File: src/rtl/psr_pkg.sv
package psr_pkg;
    localparam int REG_W   = 64;
    localparam int CLS_W   = 6;
    localparam int MSS_W   = 16;
    localparam int CODE_W  = 6;
    localparam int FT_W    = 4;
    localparam int LVL_W   = 2;

    localparam logic [CLS_W-1:0] CLS_GENERIC = 6'h00;
    localparam logic [CLS_W-1:0] CLS_S1_ABT  = 6'h24;
    localparam logic [CLS_W-1:0] CLS_S2_ABT  = 6'h25;

    typedef enum logic [1:0] {
        EK_GENERIC = 2'd0,
        EK_S1_ABT  = 2'd1,
        EK_S2_ABT  = 2'd2,
        EK_NONE    = 2'd3
    } evt_kind_e;

    typedef enum logic {
        ST_ARMED   = 1'b0,
        ST_SERVICE = 1'b1
    } svc_state_e;

    typedef struct packed {
        logic [CLS_W-1:0] cls;
        logic             dl;
        logic             ea;
        logic [MSS_W-1:0] mss;
    } syn_fields_t;

    function automatic logic fault_code_ok(input logic [CODE_W-1:0] c);
        logic ok;
        ok = (c[5:4] == 2'b00) || (c[5:2] == 4'b0101) ||
             (c == 6'h10) || (c == 6'h11) || (c == 6'h21) ||
             (c == 6'h30) || (c == 6'h31);
        return ok;
    endfunction
endpackage

File: src/rtl/psr_event_encode.sv
module psr_event_encode
    import psr_pkg::*;
(
    input  logic [1:0]       kind,
    input  logic [FT_W-1:0]  ftype,
    input  logic [LVL_W-1:0] level,
    input  logic             full,
    input  logic             partial,
    output syn_fields_t      fields,
    output logic             accept
);
    logic [CODE_W-1:0] code;
    logic              code_ok;
    logic              ext_abt;
    logic              async_abt;

    always_comb begin
        code      = '0;
        code_ok   = 1'b1;
        ext_abt   = 1'b0;
        async_abt = 1'b0;
        unique case (ftype)
            4'd0: code = {4'b0000, level};
            4'd1: code = {4'b0001, level};
            4'd2: code = {4'b0010, level};
            4'd3: code = {4'b0011, level};
            4'd4: begin code = 6'h10; ext_abt = 1'b1; end
            4'd5: begin code = {4'b0101, level}; ext_abt = 1'b1; end
            4'd6: begin code = 6'h11; ext_abt = 1'b1; async_abt = 1'b1; end
            4'd7: code = 6'h21;
            4'd8: code = 6'h30;
            4'd9: code = 6'h31;
            default: code_ok = 1'b0;
        endcase
    end

    always_comb begin
        fields = '0;
        accept = 1'b0;
        unique case (evt_kind_e'(kind))
            EK_GENERIC: begin
                accept        = 1'b1;
                fields.cls    = CLS_GENERIC;
                fields.mss[0] = full;
                fields.dl     = partial;
            end
            EK_S1_ABT, EK_S2_ABT: begin
                accept     = code_ok;
                fields.cls = (evt_kind_e'(kind) == EK_S1_ABT) ? CLS_S1_ABT : CLS_S2_ABT;
                fields.mss[CODE_W-1:0] = code;
                fields.ea  = ext_abt;
                fields.dl  = partial | async_abt;
            end
            EK_NONE: accept = 1'b0;
        endcase
    end
endmodule

File: src/rtl/psr_write_filter.sv
module psr_write_filter
    import psr_pkg::*;
(
    input  logic [REG_W-1:0] wdata,
    output syn_fields_t      fields,
    output logic             svc,
    output logic             coll
);
    logic [CLS_W-1:0]  cls_in;
    logic [CODE_W-1:0] code_in;

    assign cls_in  = wdata[31:26];
    assign code_in = wdata[CODE_W-1:0];
    assign svc     = wdata[17];
    assign coll    = wdata[16];

    always_comb begin
        fields    = '0;
        fields.dl = wdata[19];
        fields.ea = wdata[18];
        if (cls_in == CLS_S1_ABT || cls_in == CLS_S2_ABT) begin
            fields.cls = cls_in;
            fields.mss[CODE_W-1:0] = fault_code_ok(code_in) ? code_in : '0;
        end else begin
            fields.cls = CLS_GENERIC;
            fields.mss[CODE_W-1:0] = (code_in <= 6'd1) ? code_in : '0;
        end
    end
endmodule

File: src/rtl/psr_syndrome_reg.sv
module psr_syndrome_reg
    import psr_pkg::*;
(
    input  logic             clk,
    input  logic             rst_n,
    input  logic             evt_valid,
    input  logic [1:0]       evt_kind,
    input  logic [3:0]       evt_ftype,
    input  logic [1:0]       evt_level,
    input  logic             evt_full,
    input  logic             evt_partial,
    input  logic             evt_coll,
    input  logic             sw_wr_en,
    input  logic [63:0]      sw_wr_data,
    output logic [63:0]      rd_data,
    output logic             irq
);
    svc_state_e  state_q, state_d;
    syn_fields_t fld_q, enc_fields, wr_fields;
    logic        coll_q;
    logic        enc_accept, wr_svc, wr_coll, capture;

    psr_event_encode u_enc (
        .kind    (evt_kind),
        .ftype   (evt_ftype),
        .level   (evt_level),
        .full    (evt_full),
        .partial (evt_partial),
        .fields  (enc_fields),
        .accept  (enc_accept)
    );

    psr_write_filter u_wf (
        .wdata  (sw_wr_data),
        .fields (wr_fields),
        .svc    (wr_svc),
        .coll   (wr_coll)
    );

    assign capture = evt_valid && enc_accept && !sw_wr_en && (state_q == ST_ARMED);

    always_comb begin
        state_d = state_q;
        if (sw_wr_en) begin
            state_d = wr_svc ? ST_SERVICE : ST_ARMED;
        end else begin
            unique case (state_q)
                ST_ARMED:   if (evt_valid && enc_accept) state_d = ST_SERVICE;
                ST_SERVICE: state_d = ST_SERVICE;
            endcase
        end
    end

    always_ff @(posedge clk) begin
        if (!rst_n) state_q <= ST_ARMED;
        else        state_q <= state_d;
    end

    always_ff @(posedge clk) begin
        if (!rst_n) begin
            fld_q  <= '0;
            coll_q <= 1'b0;
        end else if (sw_wr_en) begin
            fld_q  <= wr_fields;
            coll_q <= wr_coll;
        end else begin
            if (evt_coll) coll_q <= 1'b1;
            if (capture)  fld_q  <= enc_fields;
        end
    end

    always_comb begin
        irq     = (state_q == ST_SERVICE);
        rd_data = {32'b0, fld_q.cls, 6'b0, fld_q.dl, fld_q.ea, irq, coll_q,
                   10'b0, fld_q.mss[CODE_W-1:0]};
    end
endmodule

File: config.mk
export PLATFORM = sky130hd
export DESIGN_NAME = psr_syndrome_reg
export DESIGN_NICKNAME = d
export VERILOG_FILES = /design/src/rtl/psr_pkg.sv /design/src/rtl/psr_event_encode.sv /design/src/rtl/psr_write_filter.sv /design/src/rtl/psr_syndrome_reg.sv
export SDC_FILE = /design/constraint.sdc
export NUM_CORES = 1
export LEC_CHECK = 0
export ABC_CLOCK_PERIOD_IN_PS = 1800
export BUFFER_PORTS_ARGS = -buffer_cell sky130_fd_sc_hd__buf_2
export CAP_MARGIN = 20
export CORE_ASPECT_RATIO = 1.5
export CORE_MARGIN = 3
export CORE_UTILIZATION = 31
export CTS_BUF_LIST = sky130_fd_sc_hd__clkbuf_4 sky130_fd_sc_hd__clkbuf_8 sky130_fd_sc_hd__clkbuf_16
export DETAILED_ROUTE_END_ITERATION = 8
export GPL_TIMING_DRIVEN = 1
export PLACE_DENSITY = 0.75
export SLEW_MARGIN = 20
export SYNTH_ARGS = -nofsm -noshare
export SYNTH_HDL_FRONTEND = slang
export SYNTH_SLANG_ARGS = --single-unit
File: constraint.sdc
create_clock -name clk -period 1.8 [get_ports clk]
set_input_delay 0.27 -clock clk [delete_from_list [all_inputs] [get_ports clk]]
set_output_delay 0.27 -clock clk [all_outputs]
set_load 0.03 [all_outputs]
# [Word level (Yosys, flattened, before mapping)]
# Cells that the tools add are included.
[totals] register_bits=16 inputBits=79 output_inout_bits=65 elab_cells=70
[classes] order_cmp=1 n_eq_ne=20 muxes=22 n_bitwise=2 reduce_logical=19
[ops] cell="$pmux 6 s10" n=1
[ops] cell="$mux 24" n=2
[ops] cell="$eq 6x6->1 const B" n=5
[ops] cell="$mux 6" n=4
[ops] cell="$eq 4x3->1 const B" n=5
[ops] cell="$pmux 7 s2" n=1
[ops] cell="$eq 6x5->1 const B" n=2
[ops] cell="$mux 1" n=10
[ops] cell="$reduce_or 10->1" n=1
[ops] cell="$eq 4x2->1 const B" n=2
[ops] cell="$eq 4x4->1 const B" n=2
[ops] cell="$logic_or 1x1->1" n=7
[ops] cell="$le 6x1->1 const B" n=1
[ops] cell="$mux 5" n=1
[ops] cell="$eq 2x2->1 const B" n=2
[ops] cell="$eq 4x1->1 const B" n=1
[ops] cell="$logic_not 2->1" n=2
[ops] cell="$logic_not 4->1" n=1
[ops] cell="$pmux 1 s2" n=2
[ops] cell="$reduce_bool 2->1" n=2
[ops] cell="$logic_and 1x1->1" n=3
[ops] cell="$pmux 1 s3" n=1
[ops] cell="$reduce_or 3->1" n=1
[ops] cell="$eq 2x1->1 const B" n=1
[ops] cell="other kinds (4)" n=4

# [Logic depth before layout (Yosys ltp)]
[depth] depth_word=10 ltp_mapped=8 depth_no_buf=7

# [Modules after synthesis]
# From an unflattened synthesis, not the netlist that was laid out.
[unflattened] hier_cells=219 hier_area_um2=1796.7
[by_module_without_submodules] mod="psr_syndrome_reg" n_inst=1 cells_per_inst=125 area_per_inst_um2=1146.1
[by_module_without_submodules] mod="psr_event_encode" n_inst=1 cells_per_inst=51 area_per_inst_um2=371.6
[by_module_without_submodules] mod="psr_write_filter" n_inst=1 cells_per_inst=43 area_per_inst_um2=279.0

# [Worst setup path before layout]
# Ideal clock, no wire load.
[synth_timing] path_type="input to register" startpoint="input evt_kind[0]" endpoint="register fld_q (netlist bit rd_data[28])" setup_ps=115 arrival_ps=1629 setup_slack_ps=57 stages=8 path_cell_list="inv_1 ha_1 nand2b_2 nand4b_4 and2_4 buf_6 o31a_1 o21a_1"
[synth_via] elab_chain_cells=7
[synth_rtl] element="start: declaration" line_no="psr_syndrome_reg.sv:7" rtl="input logic [1:0] evt_kind,"
[synth_rtl] element="$eq 2x2->1 or $eq 2x1->1 (tied branches)" line_no="psr_event_encode.sv:40" rtl="unique case (evt_kind_e'(kind))"
[synth_rtl] element="$reduce_or 2->1" line_no="psr_event_encode.sv:40"
[synth_rtl] element="$pmux 1 s3" line_no="psr_event_encode.sv:40"
[synth_rtl] element="$logic_and 1x1->1 (3 in series)" line_no="psr_syndrome_reg.sv:40" rtl="assign capture = evt_valid && enc_accept && !sw_wr_en && (state_q == ST_ARMED);"
[synth_rtl] element="$reduce_bool 2->1 (no source line)"
[synth_rtl] element="end signal: assignment" line_no="psr_syndrome_reg.sv:64" rtl="fld_q <= wr_fields;"
[synth_rtl] element="end signal: assignment" line_no="psr_syndrome_reg.sv:68" rtl="if (capture) fld_q <= enc_fields;"
[synth_rtl] element="end: declaration" line_no="psr_syndrome_reg.sv:19" rtl="syn_fields_t fld_q, enc_fields, wr_fields;"
# Parallel ways exist; a longest one is shown, timed or not. The select of a mux whose other input is x is not followed.
# A chain may end at the register's enable or synchronous reset.

# [Worst setup path after layout]
# Ends and elaborated chain as after synthesis.

==> impl_metrics.json <==
{
  "status": "finished clean",
  "ys.flop_type": "dfxtp_1",
  "p_per_area_mw_per_mm2": 714.9,
  "placed_area_mm2": 0.001451,
  "hp-class": "primary input to register",
  "via_count": 1164,
  "synth_cells": 165,
  "setup_tns_ns": 0,
  "fin_crit_ns": 1.553,
  "via_per_inst": 4.426,
  "final_common_cell": "conb_1",
  "cts.sinks": 16,
  "die_y_um": 85.77,
  "setup_viol": 0,
  "critPathSlowestCell": "ha_1",
  "synth_xor_area_frac": 0,
  "gp_congestion": 0.7543,
  "cp.required_ns": 1.94,
  "crit_type": "primary input to register",
  "synth_compound_area_frac": 0.2027,
  "cp-start-kind": "primary input",
  "final_cells": 263,
  "setup_slack_ns": 0.2472,
  "fmax_ghz": 0.6440,
  "start_util": 0.3264,
  "cts_buffer_depth": 2,
  "grt_setup_unrepaired": "false",
  "ys_seq_area_frac": 0.2436,
  "synth_area_leaders": "buf_4 29%, dfxtp_1 24%, o21ai_0 5.3%, a21oi_1 3.8%, ha_1 3.8%",
  "synthMuxAreaShare": 0,
  "htree_num_levels": 1,
  "grt_pass1_vias": 1076,
  "fp-row-count": 28,
  "hpwl_um": 2526,
  "leakagePower_nw": 0.7882,
  "cts_hold_buf": 0,
  "core-area_mm2": 0.004029,
  "dr.pass1.iters": 5,
  "gr-usage-all-layers": 0.1111,
  "worstPathCellList": "buf_2 > inv_1 > ha_1 > nand2b_2 > nand4b_4 > and2_4 > o31a_1 > o21a_1",
  "drive_above_1_share": 0.3119,
  "cts_root_buffer": "clkbuf_8",
  "final_cell_mix": "48 x conb_1, 47 x buf_2, 16 x dfxtp_1",
  "drc": 0,
  "arrival_ns": 1.69,
  "overflow": 0,
  "netlist_area_mm2": 0.001315,
  "hold_depth": 3,
  "endpoint_kind": "register",
  "ff2ff_path_depth": 4,
  "wl_per_cell_um": 11.09,
  "portBuffers": 47,
  "antenna_found_initial": 0,
  "synth.largest_area_cell": "buf_4",
  "area_delta_synth_final_pct": 14.56,
  "fillers": 426,
  "drv_slew": 0,
  "drt_iter0_drc": 25,
  "place_inst": 259,
  "netlist.area_leader.share": 0.2854,
  "max_cap_violations": 0,
  "grt_start_max_net_pins": 16,
  "path_clk_slew_ns": 0.06,
  "synth_warnings": 0,
  "synthArstFlopShare": 0,
  "cts_resized": 0,
  "clock_skew_ns": 0.001079,
  "syn_area_per_cell_um2": 7.970,
  "synth_fa_ha_area_frac": 0.03806,
  "cts_buffers": 3,
  "io_pins": 144,
  "final_hold_viol_count": 0,
  "cp_slowest_stage_delay_ns": 0.35,
  "design.die.area_mm2": 0.005076,
  "period_share": 0.8627,
  "vdd_drop_max_uv": 260.2,
  "crit_fanout": 5,
  "grt_pass1_wl_um": 4498,
  "yosysUniqueCellTypes": 36,
  "synth_seq_cells": 16,
  "synth_edf_count": 0,
  "fp.dieW_um": 59.18,
  "nets": 302,
  "yosys.area_share.simple": 0.1922,
  "synth_top_family_by_area": "buffers and inverters",
  "antenna_cells": 0,
  "drt_wl_total_um": 2917,
  "postCtsSetupBuffers": 0,
  "fin_area_mm2": 0.001506,
  "antenna_left": 0,
  "place_ws_ns": -0.03850,
  "insertion_delay_ns": 0.24,
  "cts_tree": "yes"
}
## worst max-delay path, delay by kind of cell
family	cells	cell delay (ns)
AOI/OAI and AO/OA	2	0.43
adders and majority gates	1	0.35
buffers and inverters	2	0.14
and+or+nand+nor	3	0.51
## area by class of cell
class | instances | area (um2) | share of cell area
clock buffers | 4 | 55.05 | 0.03654
inverters | 6 | 22.52 | 0.01495
multi-input cells | 136 | 749.5 | 0.4975
flip-flops and latches | 16 | 320.3 | 0.2126
well taps | 45 | 56.30 | 0.03738
repair buffers | 56 | 302.8 | 0.2010
## stage by stage
step | power [mW] | utilization | hold slack (ns)
5_1_grt | 1.131 | 0.3739 | 0.2548
3_5_place_dp | 0.7692 | 0.3602 | 0.4533
3_3_place_gp | 0.7645 | 0.3602 | 0.4462
4_1_cts | 1.088 | 0.3739 | 0.2448
2_1_floorplan | 0.7475 | - | 0.4037
6_report | 1.077 | 0.3739 | 0.2439
## where the power goes
part | switching [mW] | internal [mW] | leakage (nW)
logic | 0.276 | 0.101 | 0.628
clock network | 0.122 | 0.194 | 0.0288
registers | 0.0102 | 0.374 | 0.131
## routing by layer
metal | wire, um | share of wire | vias to the layer above | GRT usage
li1 | - | - | 577 | -
met4 | 36 | 0.012 | 0 | 0.04948
met2 | 1424 | 0.49 | 72 | 0.2010
met3 | 294 | 0.10 | 2 | 0.01054
met5 | 0 | 0 | - | 0
met1 | 1161 | 0.40 | 513 | 0.1260
## flip-flops by register name, summed over array words and instances, names as in the netlist
name     count
irq          1
coll_q       1
rd_data     14
## cell families after synthesis
group / count (synthesis)
AO/OA/AOI/OAI: 42
other: 1
adder cells (fa/ha/maj): 4
buffers and inverters: 60
AND/OR/NAND/NOR: 42
flip-flops: 16
## worst paths after layout
path               start     endpoint  slack, ns
max          evt_kind[0]  rd_data[28]       0.25
min             evt_coll       coll_q       0.24
max reg2reg          irq  rd_data[28]       0.53
min reg2reg  rd_data[31]  rd_data[31]       0.47
## cell usage after synthesis, types with 2 or more instances
cell and n:
buf_4 50, nor3b_1 3, nor4_1 4, a31oi_1 2
dfxtp_1 16, nor2_1 7, nand3_1 5, inv_1 6
o21ai_0 14, clkbuf_1 2, a21oi_1 10, nand2_1 9
nand4b_1 2, nand2b_1 2, ha_1 4, o21a_1 5
and3_2 3, o211ai_1 2, or2b_1 2
(Power assumes the default switching activity.)
